--- src/rtl/tagreg_bank.sv ---
module tagreg_bank #(
  parameter int DW = 64,
  parameter logic [3:0] GRANULE_BS = 4'd6
) (
  input  logic          clk,
  input  logic          rst_n,
  input  logic          acc_vld,
  input  logic [15:0]   acc_enc,
  input  logic          acc_wr,
  input  logic          acc_imm,
  input  logic [DW-1:0] acc_wdata,
  input  logic [1:0]    cur_el,
  input  logic          has_el2,
  input  logic          has_el3,
  input  logic          hyp_tag_en,
  input  logic          mon_tag_en,
  input  logic          hyp_tid5,
  input  logic          host_redir,
  input  logic [1:0]    feat_lvl,
  output logic          rsp_vld,
  output logic [DW-1:0] rsp_data,
  output logic [1:0]    rsp_trap,
  output logic          tco_o
);
  localparam int TCO_BIT = 25;
  localparam int NRW = 6;
  localparam logic [1:0] T_OK = 2'd0, T_UND = 2'd1, T_EL2 = 2'd2, T_EL3 = 2'd3;

  logic [DW-1:0] rw_q [NRW];
  logic          tco_q;

  logic [3:0]    rid;
  logic [1:0]    need_el;
  logic          tag_chk;
  logic [2:0]    slot;
  logic [1:0]    trap;
  logic [DW-1:0] rdata;
  logic          rw_we, tco_we, tco_wv;

  always_comb begin
    case (acc_enc)
      {2'd3, 3'd0, 4'd5, 4'd6, 3'd1}: rid = 4'd0;
      {2'd3, 3'd0, 4'd5, 4'd6, 3'd0}: rid = 4'd1;
      {2'd3, 3'd4, 4'd5, 4'd6, 3'd0}: rid = 4'd2;
      {2'd3, 3'd6, 4'd5, 4'd6, 3'd0}: rid = 4'd3;
      {2'd3, 3'd0, 4'd1, 4'd0, 3'd5}: rid = 4'd4;
      {2'd3, 3'd0, 4'd1, 4'd0, 3'd6}: rid = 4'd5;
      {2'd3, 3'd1, 4'd0, 4'd0, 3'd4}: rid = 4'd6;
      {2'd3, 3'd3, 4'd4, 4'd2, 3'd7}: rid = 4'd7;
      {2'd3, 3'd5, 4'd5, 4'd6, 3'd0}: rid = 4'd8;
      default:                        rid = 4'd15;
    endcase
  end

  always_comb begin
    case (rid)
      4'd2, 4'd8: need_el = 2'd2;
      4'd3:       need_el = 2'd3;
      4'd7:       need_el = 2'd0;
      default:    need_el = 2'd1;
    endcase
  end

  assign tag_chk = (rid <= 4'd2) || rid == 4'd4 || rid == 4'd5 || rid == 4'd8;

  always_comb begin
    case (rid)
      4'd1:    slot = (host_redir && cur_el == 2'd2) ? 3'd2 : 3'd1;
      4'd8:    slot = 3'd1;
      default: slot = rid[2:0];
    endcase
  end

  always_comb begin
    trap = T_OK;
    rdata = '0;
    rw_we = 1'b0;
    tco_we = 1'b0;
    tco_wv = 1'b0;
    if (feat_lvl == 2'd0) begin
      trap = T_UND;
    end else if (acc_imm) begin
      tco_we = (feat_lvl == 2'd2);
      tco_wv = acc_enc[3];
    end else if (feat_lvl == 2'd1) begin
      if (rid != 4'd7) trap = T_UND;
    end else if (rid == 4'd15 || cur_el < need_el || (rid == 4'd8 && !host_redir)) begin
      trap = T_UND;
    end else if (rid == 4'd6 && acc_wr) begin
      trap = T_UND;
    end else if (rid == 4'd6 && cur_el < 2'd2 && has_el2 && hyp_tid5) begin
      trap = T_EL2;
    end else if (tag_chk && cur_el < 2'd2 && has_el2 && !hyp_tag_en) begin
      trap = T_EL2;
    end else if (tag_chk && cur_el < 2'd3 && has_el3 && !mon_tag_en) begin
      trap = T_EL3;
    end else if (rid == 4'd6) begin
      rdata[3:0] = GRANULE_BS;
    end else if (rid == 4'd7) begin
      tco_we = acc_wr;
      tco_wv = acc_wdata[TCO_BIT];
      rdata[TCO_BIT] = tco_q;
    end else begin
      rw_we = acc_wr;
      rdata = rw_q[slot];
    end
  end

  generate
    for (genvar i = 0; i < NRW; i++) begin : g_rw
      always_ff @(posedge clk or negedge rst_n)
        if (!rst_n) rw_q[i] <= '0;
        else if (acc_vld && rw_we && slot == i) rw_q[i] <= acc_wdata;
    end
  endgenerate

  always_ff @(posedge clk or negedge rst_n) begin
    if (!rst_n) begin
      tco_q    <= 1'b0;
      rsp_vld  <= 1'b0;
      rsp_data <= '0;
      rsp_trap <= T_OK;
    end else begin
      if (acc_vld && tco_we) tco_q <= tco_wv;
      rsp_vld <= acc_vld;
      if (acc_vld) begin
        rsp_trap <= trap;
        rsp_data <= (acc_wr || acc_imm) ? '0 : rdata;
      end
    end
  end

  assign tco_o = tco_q;
endmodule


--- config.mk ---
export PLATFORM = sky130hd
export DESIGN_NAME = tagreg_bank
export DESIGN_NICKNAME = d
export VERILOG_FILES = /design/src/rtl/tagreg_bank.sv
export SDC_FILE = /design/constraint.sdc
export NUM_CORES = 1
export LEC_CHECK = 0
export CORE_UTILIZATION = 40
export CTS_CLUSTER_DIAMETER = 30
export CTS_CLUSTER_SIZE = 10
export DETAILED_ROUTE_END_ITERATION = 8
export PLACE_DENSITY_LB_ADDON = 0.05
export SKIP_LAST_GASP = 1
export SYNTH_ARGS = -nofsm -noshare
export SYNTH_HDL_FRONTEND = slang
export SYNTH_SLANG_ARGS = --single-unit
--- constraint.sdc ---
create_clock -name clk -period 1.5 [get_ports clk]
set_input_delay 0.15 -clock clk [delete_from_list [all_inputs] [get_ports clk]]
set_output_delay 0.15 -clock clk [all_outputs]
set_load 0.05 [all_outputs]
-- Yosys cells after proc, flatten, opt, wreduce, memory -nomap -nowiden
Index checks and enable logic that the tools add are counted.
- bits of input ports: 95
- output and inout bits: 68
- logic and storage cells: 135
- bits in registers: 452
- multiplexer cells: 60
- order comparisons: 5
- reductions and logical operators: 32
- bitwise gates (word level): 1
- equality and inequality tests: 27
- operators by type and width (cell ; count):
    64-bit 2-to-1 mux ; 11
    64-bit binary-select mux with 3-bit select ; 1
    16-bit == test (second input constant) ; 9
    60-bit 2-to-1 mux ; 1
    38-bit 2-to-1 mux ; 1
    4-bit case mux with 9 select lines ; 1
    1-bit 2-to-1 mux ; 32
    25-bit 2-to-1 mux ; 1
    1-bit logical AND ; 20
    2-bit 2-to-1 mux ; 9
    4-bit by 3-bit == test with 1-bit output (second input constant) ; 4
    4-bit by 2-bit == test with 1-bit output (second input constant) ; 2
    4-bit == test (second input constant) ; 2
    3-bit by 2-bit == test with 1-bit output (second input constant) ; 2
    3-bit == test (second input constant) ; 2
    1-bit logical OR ; 6
    2-bit case mux with 3 select lines ; 1
    3-bit case mux with 2 select lines ; 1
    2-bit == test (second input constant) ; 2
    4-bit by 1-bit == test with 1-bit output (second input constant) ; 1
    4-bit >= comparator (second input constant) ; 1
    4-bit by 2-bit less-or-equal comparator with 1-bit output (second input constant) ; 1
    2-bit less-than comparator (second input constant) ; 2
    4-bit 2-to-1 mux ; 1
    9 further kinds ; 11

-- Logic depth before layout (Yosys ltp)
Gate-level depths: netlist of the first run.
- word-level depth: 19
- mapped depth: 15
- depth with buffers taken out: 11

-- Worst setup path after synthesis of the first run
OpenSTA, ideal clock, no wires.
- kind: input to register
- start: input acc_enc[0]
- end: register rsp_data[53]
- slack: -2.426 ns
- data arrival time: 3.840 ns
- cell stages on the path: 15
- required time: 1.413 ns
- buffers on the path: 4
- library setup time: 0.087 ns
- cell sequence: clkbuf_1 nor4bb_1 nand4_1 nor2_1 clkbuf_1 nor2_1 ha_1 o32ai_1 o21ba_1 or4b_1 or4b_1 buf_6 clkbuf_2 or4_1 o211ai_1
- longest elaborated chain between the ends: 19
- elaborated cells between the ends (all ways): 55
- those cells by class: order compare (2); eq/ne (18); mux (17); bitwise (1); reduce/logical (17)
- ends and longest elaborated chain (what ; RTL line ; source):
    start: declaration ; 8 ; input logic [15:0] acc_enc,
    16-bit == test ; 41 ; case (acc_enc)
    4-bit case mux with 9 select lines * ; 41 ;
    4-bit == test or 4-bit by 1-bit == test with 1-bit output (tied branches) ; n/a ;
    3-bit case mux with 2 select lines ; 67 ; case (rid)
    3-bit inverter with 4-bit output (implied by the code) ; 105 ; rdata = rw_q[slot];
    64-bit binary-select mux with 3-bit select ; 105 ;
    64-bit 2-to-1 mux (implied by the code) (2 in series) ; 105 ;
    38-bit 2-to-1 mux ; 99 ; end else if (rid == 4'd7) begin
    [... 2 more ...] ; n/a ;
    64-bit 2-to-1 mux ; 93 ; end else if (tag_chk && cur_el < 2'd2 && has_el2 && !hyp_tag_en) begin
    64-bit 2-to-1 mux ; 91 ; end else if (rid == 4'd6 && cur_el < 2'd2 && has_el2 && hyp_tid5) begin
    64-bit 2-to-1 mux ; 89 ; end else if (rid == 4'd6 && acc_wr) begin
    64-bit 2-to-1 mux * ; 87 ; end else if (rid == 4'd15 || cur_el < need_el || (rid == 4'd8 && !host_redir)) begin
    64-bit 2-to-1 mux * ; 85 ; end else if (feat_lvl == 2'd1) begin
    64-bit 2-to-1 mux * ; 82 ; end else if (acc_imm) begin
    64-bit 2-to-1 mux * ; 80 ; if (feat_lvl == 2'd0) begin
    64-bit 2-to-1 mux * ; 128 ; rsp_data <= (acc_wr || acc_imm) ? '0 : rdata;
    end signal: assignment ; 128 ;
    end: declaration ; 21 ; output logic [DW-1:0] rsp_data,
Mark *: on every way between the ends. The rest lies on a longest branch, timed or not. The select of a mux whose other input is x is not followed.
A chain may end at the register's enable or synchronous reset.

-- Worst setup path after layout of the first run
- start: input acc_enc[5]
- end: register rw_q[163] (netlist bit)
- longest elaborated chain between the ends: 19
- elaborated cells between the ends (all ways): 53
- those cells by class: order compare (2); eq/ne (19); mux (13); reduce/logical (19)
- ends and longest elaborated chain (what ; RTL line ; source):
    16-bit == test ; 41 ;
    4-bit case mux with 9 select lines * ; 41 ;
    4-bit by 2-bit less-or-equal comparator with 1-bit output or 4-bit by 3-bit == test with 1-bit output (tied branches) ; 64 ; assign tag_chk = (rid <= 4'd2) || rid == 4'd4 || rid == 4'd5 || rid == 4'd8;
    1-bit logical OR (3 in series) ; 64 ;
    1-bit logical AND (3 in series) ; 95 ; end else if (tag_chk && cur_el < 2'd3 && has_el3 && !mon_tag_en) begin
    1-bit 2-to-1 mux ; 95 ;
    1-bit 2-to-1 mux ; 93 ;
    1-bit 2-to-1 mux ; 91 ;
    1-bit 2-to-1 mux ; 89 ;
    1-bit 2-to-1 mux ; 87 ;
    1-bit 2-to-1 mux ; 85 ;
    1-bit 2-to-1 mux ; 82 ;
    1-bit 2-to-1 mux ; 80 ;
    1-bit logical AND ; 113 ; else if (acc_vld && rw_we && slot == i) rw_q[i] <= acc_wdata;
    1-bit logical AND * ; 113 ;
    end signal: indexed assignment ; 113 ;
    end: declaration ; 29 ; logic [DW-1:0] rw_q [NRW];
Mark *: on every way between the ends. The rest lies on a longest branch, timed or not.

==> flow_metrics.py, run 1 <==
metrics = {
    "critical_path": {
        "critPathRequiredTime_ns": 2.01,
        "crit_path_max_fanout": 8,
        "start_kind": "input port",
        "cp-end-kind": "register",
        "crit_top_cell": "buf_4",
        "slowest_stage": "or4b_1",
        "arrival_ns": 3.82,
        "crit_chain": "buf_2, buf_4, or4b_1, nor3_1, buf_4, nand3_1, a311o_1, a2111o_1, buf_4, nor4_4, buf_4, buf_6, buf_4, buf_12, buf_12, mux2_4",
        "crit_type": "in2reg",
        "cp_slowest_stage_delay_ns": 0.68,
    },
    "placement": {
        "dp_slack_ns": -3.21,
        "placed_cells": 2490,
        "place_area_sq_um": 24500,
        "gp_congestion": 0.861,
        "portBuffers": 162,
        "dp_hpwl_mm": 38.7,
    },
    "flow_run": {
        "drv_cap": 0,
    },
    "synth": {
        "avgSynthCellArea_sq_um": 13.1,
        "netlist_area_sq_um": 20200,
        "synthTopCellsByArea": "dfrtp_1 (56%), mux2_2 (21%), mux2i_1 (3.2%)",
        "ys_warn_count": 0,
        "synth.net_count": 1642,
        "ys_top_cells_by_count": "dfrtp_1 (452), mux2_2 (382), nor2_1 (143)",
        "synth_cell_type_count": 74,
        "synth-edff-count": 0,
        "synth-seq-cells": 452,
        "synth_top_cell_by_area": "dfrtp_1",
        "synth_ff_type": "dfrtp_1",
        "yosysMostFrequentCell": "dfrtp_1",
        "syn_inst": 1546,
        "yosysSeqAreaShare_pct": 56.0,
        "synth_top_area_share_pct": 56.0,
        "async_flop_share_pct": 100,
    },
    "final_layout": {
        "design_area_sq_um": 30400,
        "final_net_count": 2105,
        "final_cell_count_no_fill": 2768,
        "nFillCells": 3865,
        "syn2layout_area_growth_pct": 50.3,
        "layout-drive-gt1-share_pct": 47.6,
        "final_core_util_pct": 61.5,
    },
    "cts": {
        "htree_levels": 3,
        "cts_tree": "yes",
        "cts_buffers": 109,
        "cts.sink_count": 452,
        "clockBufferDepth": 3,
        "clk_pin_slew_ns": 0.05,
        "clk_latency_ns": 0.64,
        "clockRootBuffer": "clkbuf_16",
    },
    "power": {
        "leakagePower_nw": 14.4,
        "ir_drop_mv": 0.872,
        "power_mw": 38.2,
        "powerDensity_nw_per_um2": 1260,
    },
    "sta": {
        "post-route-period-util_pct": 221,
        "rsz0062_at_grt": "yes",
        "finalHoldViolCount": 0,
        "fmax_mhz": 301,
        "finClkSkew_ns": 0.0196,
        "fin_setup_tns_ns": -730.93,
        "setup_viol": 451,
        "hold_ws_ns": 0.0245,
        "worst_slack_ns": -1.82,
        "tightestPinTransition_ns": 0.631,
        "slew_viol_final": 0,
        "slew_headroom_pct": 58.0,
        "min_period_ns": 3.32,
    },
    "grt": {
        "grt_antenna_before_repair": 8,
        "overflow": 0,
        "grt_max_degree": 64,
        "grt_pass1_vias": 16000,
        "grt_usage_pct": 26.1,
        "grt_pass1_wl_mm": 99.7,
    },
    "drt": {
        "ant_nets": 0,
        "first_pass_iters": 5,
        "wl_per_cell_um": 23.6,
        "wl_mm": 65.3,
        "vias": 15000,
        "drt_iter0_markers": 817,
        "vias_per_cell": 5.41,
        "route.detailed.drc": 0,
    },
    "die": {
        "io_pins": 163,
        "die-area_sq_um": 51400,
        "initial_core_util_pct": 40.9,
        "fp.dieH_um": 227,
        "num_rows": 81,
        "die_width_um": 227,
        "core_sq_um": 49400,
    },
    "run_status": {
        "status": "finished, violations left",
        "violations": "negative setup slack",
    },
    "min_path": {
        "hp-class": "in2async",
    },
}
## metal layers
layer | track usage, % | routed length, um | vias up
met5 | 0 | 53 | -
met4 | 9.61 | 1580 | 8
met3 | 5.39 | 2850 | 106
met2 | 41.1 | 31100 | 321
met1 | 35.5 | 29700 | 7831
li1 | - | - | 6710
## cell families (layout without fill, tap and decap cells)
kind of cell,after synthesis,after routing,synth area share [%]
flip-flops,452,452,56.0
multiplexers,450,450,24.7
AND/OR/NAND/NOR,349,349,9.83
AO/OA/AOI/OAI,189,189,6.68
buffers and inverters,103,655,2.68
XOR/XNOR,2,2,0.0867
adder cells (fa/ha/maj),1,1,0.0619
other,0,6,0
## critical path, delay by kind of cell
family                 cells  cell delay (ns)
AO/OA/AOI/OAI              2             0.83
buffers and inverters      9             1.22
multiplexers               1             0.31
AND/OR/NAND/NOR            4             1.28
## layout by cell type, fill, tap and decap left out, types with 4 or more instances in the layout
master / count
nor4_1: 4
buf_8: 8
mux2i_1: 64
dfrtp_1: 452
clkbuf_1: 14
or4_4: 24
buf_6: 20
or4_1: 44
or2_2: 4
mux2_2: 243
nor3_1: 5
mux2_4: 142
buf_12: 82
nor2_1: 140
clkbuf_16: 113
clkinvlp_4: 6
clkdlybuf4s50_1: 77
o21ai_0: 12
o22ai_1: 66
nor4_4: 4
dlygate4sd2_1: 4
nand2b_1: 62
buf_2: 8
buf_4: 227
a21oi_1: 6
nand4_1: 5
and2_1: 4
clkinv_2: 26
diode_2: 6
o211ai_1: 64
buf_16: 19
nand2_1: 17
bufinv_16: 19
inv_1: 6
clkbuf_8: 20
## where the power goes
part / switching (mW) / total (mW) / internal (mW)
logic: 0.670 / 1.16 / 0.493
registers: 0.0103 / 12.3 / 12.2
clock network: 7.14 / 24.8 / 17.7
## worst paths after layout
| kind | to | from | slack, ns | cells after the start |
|---|---|---|---|---|
| min reg2reg | rw_q[220]$_DFFE_PN0P_ | rw_q[220]$_DFFE_PN0P_ | 0.50 | 1 |
| max | rw_q[163]$_DFFE_PN0P_ | acc_enc[5] | -1.82 | 16 |
| min | rw_q[201]$_DFFE_PN0P_ | rst_n | 0.02 | 2 |
| max reg2reg | rsp_data[25]$_DFFE_PN0P_ | rw_q[217]$_DFFE_PN0P_ | 0.22 | 4 |
| max in group asynchronous | rw_q[283]$_DFFE_PN0P_ | rst_n | 0.71 | 4 |
| min in group clk | tco_o$_DFFE_PN0P_ | acc_enc[3] | 0.10 | 4 |
## area by class of cell
cell class / count / area [sq um] / share of cell area (%)
Sequential cell: 452 / 11300 / 37.3
Timing Repair Buffer: 448 / 5100 / 16.8
Clock inverter: 54 / 791 / 2.60
Multi-Input combinational cell: 991 / 9150 / 30.1
Antenna cell: 6 / 15.0 / 0.0495
Tap cell: 664 / 831 / 2.74
Inverter: 7 / 26.3 / 0.0865
Clock buffer: 146 / 3130 / 10.3
## what timing repair did
action	CTS	global route
gates resized for setup	255	51
setup buffers	44	13
hold buffers	2	0
endpoints found under the setup margin	451	451
endpoints found under the hold margin	405	0
gates cloned	25	1
pin swaps	102	52
## state kept, by name, indices dropped and copies added, names as in the netlist
| name | flops |
|---|---|
| rw_q | 384 |
| rsp_trap | 2 |
| tco_o | 1 |
| rsp_data | 64 |
| rsp_vld | 1 |
No activity file was read; power rests on OpenSTA's default activity.
==> inputs of run 2 (changes only) <==
--- a/config.mk
+++ b/config.mk
@@ -6,6 +6,7 @@
 export NUM_CORES = 1
 export LEC_CHECK = 0
 export CORE_UTILIZATION = 40
+export CTS_BUF_LIST = sky130_fd_sc_hd__clkbuf_8
 export CTS_CLUSTER_DIAMETER = 30
 export CTS_CLUSTER_SIZE = 10
 export DETAILED_ROUTE_END_ITERATION = 8
==> run 2 against run 1 <==
The flow still finishes with violations (negative setup slack). Flip-flop and latch count is the same. Hold slack gained 0.11 ns. Cell count shrank 0.40%. Clock-buffer cell count shrank 14. Largest power group unchanged. Highest routed layer unchanged.
==> flow_metrics.py, run 2 (same netlist as run 1, synthesis figures left out) <==
metrics = {
    "drt": {
        "wl_mm": 64.2,
        "first_pass_iters": 5,
        "vias_per_cell": 5.41,
        "wl_per_cell_um": 23.3,
        "vias": 14900,
        "drt_iter0_markers": 654,
        "ant_nets": 0,
        "route.detailed.drc": 0,
    },
    "sta": {
        "worst_slack_ns": -1.80,
        "slew_viol_final": 0,
        "finalHoldViolCount": 0,
        "tightestPinTransition_ns": 1.02,
        "setup_viol": 469,
        "rsz0062_at_grt": "yes",
        "fmax_mhz": 303,
        "post-route-period-util_pct": 220,
        "finClkSkew_ns": 0.0253,
        "min_period_ns": 3.30,
        "slew_headroom_pct": 31.6,
        "hold_ws_ns": 0.133,
    },
    "critical_path": {
        "crit_path_max_fanout": 5,
        "arrival_ns": 3.86,
        "cp-end-kind": "register",
        "cp_slowest_stage_delay_ns": 0.40,
        "start_kind": "input port",
        "crit_chain": "buf_8, nor4b_4, buf_4, nand4_1, nor2_2, nor2_2, ha_1, o32ai_2, buf_4, a311o_1, a2111o_1, buf_6, buf_6, nor4_4, buf_4, clkbuf_16, buf_12, buf_16, mux2_2",
        "cpLargestDelayFamily": "buffers and inverters",
        "crit_type": "in2reg",
        "critPathRequiredTime_ns": 2.06,
        "slowest_stage": "a2111o_1",
        "crit_top_cell": "buf_4",
        "worstRegToRegCells": 4,
        "path_depth": 19,
        "critical_path_buf_inv_count": 9,
    },
    "grt": {
        "grt_pass1_vias": 15800,
        "grt_usage_pct": 25.4,
        "grt_max_degree": 64,
        "overflow": 0,
        "grt_antenna_before_repair": 7,
        "grt_pass1_wl_mm": 97.2,
    },
    "cts": {
        "cts.sink_count": 452,
        "htree_levels": 3,
        "clk_latency_ns": 0.70,
        "clockRootBuffer": "clkbuf_8",
        "clockBufferDepth": 3,
        "cts_tree": "yes",
        "clk_pin_slew_ns": 0.06,
        "cts_buffers": 109,
    },
    "final_layout": {
        "largest-register": "rw_q",
        "layout_common_cells": "dfrtp_1 (452), mux2_2 (235), buf_4 (227)",
        "nFillCells": 4048,
        "top_regs": "rw_q x384, rsp_data x64, rsp_trap x2",
        "largest_reg_flops": 384,
        "layout-drive-gt1-share_pct": 47.4,
        "final_net_count": 2094,
        "design_area_sq_um": 28900,
        "layout_commonest_cell": "dfrtp_1",
        "syn2layout_area_growth_pct": 43.1,
    },
    "power": {
        "powerDensity_nw_per_um2": 1060,
        "leakagePower_nw": 13.8,
        "ir_drop_mv": 0.621,
        "power_mw": 30.7,
    },
    "die": {
        "num_rows": 81,
        "die_width_um": 227,
        "initial_core_util_pct": 40.9,
        "die-area_sq_um": 51400,
        "fp.dieH_um": 227,
        "io_pins": 163,
        "core_sq_um": 49400,
    },
    "placement": {
        "place_area_sq_um": 24500,
        "gp_congestion": 0.861,
        "dp_slack_ns": -3.21,
        "dp_hpwl_mm": 38.7,
        "portBuffers": 162,
    },
    "min_path": {
        "holdPathStages": 5,
        "hp-class": "in2reg",
    },
    "run_status": {
        "violations": "negative setup slack",
        "status": "finished, violations left",
    },
    "flow_run": {
        "drv_cap": 0,
    },
}
## run 2: worst paths after layout
kind | start | endpoint | slack [ns]
max reg2reg | rw_q[322]$_DFFE_PN0P_ | rsp_data[2]$_DFFE_PN0P_ | 0.22
min in group asynchronous | rst_n | rw_q[265]$_DFFE_PN0P_ | 0.19
min reg2reg | rw_q[221]$_DFFE_PN0P_ | rw_q[221]$_DFFE_PN0P_ | 0.50
max in group asynchronous | rst_n | rw_q[331]$_DFFE_PN0P_ | -0.14
min | acc_vld | tco_o$_DFFE_PN0P_ | 0.13
max | acc_enc[8] | rw_q[200]$_DFFE_PN0P_ | -1.80
## run 2: cell type report
cell class	instances	area, sq um	share of cell area, %
Clock inverter	68	826	2.86
Clock buffer	132	1820	6.28
Sequential cell	452	11300	39.1
Antenna cell	6	15.0	0.0519
Inverter	7	26.3	0.0909
Timing Repair Buffer	437	4890	16.9
Multi-Input combinational cell	991	9200	31.8
Tap cell	664	831	2.87
## run 2: worst min-delay path, stage by stage
cell	delay, ns
buf_2	0.14
nand2_1	0.11
buf_4	0.13
nor2_1	0.05
mux2_2	0.21
## run 2: power by group
part | internal, mW | leakage, nW | switching [mW]
sequential | 12.2 | 6.31 | 0.0104
clock | 11.3 | 1.41 | 6.08
combinational | 0.498 | 6.05 | 0.676
## run 2: metal layers
layer  up-vias  global-route usage (%)  wire, um
met3        95                    5.21      3110
met4         8                    9.68      1420
met5         -                       0        54
met2       368                    40.1     30400
li1       6673                       -         -
met1      7777                    34.4     29100
## run 2: stage by stage
stage | cells | utilization [%] | setup TNS, ns
floorplan | 1546 | - | -905.02
global placement | 2490 | 49.6 | -1325.30
detailed placement | 2490 | 49.6 | -1295.53
CTS | 2749 | 58.1 | -671.53
global route | 2754 | 58.6 | -764.58
finish | 2757 | 58.6 | -725.34
## run 2: timing repair
action,CTS,global route
gates resized for setup,210,96
endpoints found under the hold margin,454,0
endpoints found under the setup margin,473,482
setup buffers,40,14
hold buffers,4,0
pin swaps,53,78
gates cloned,19,4
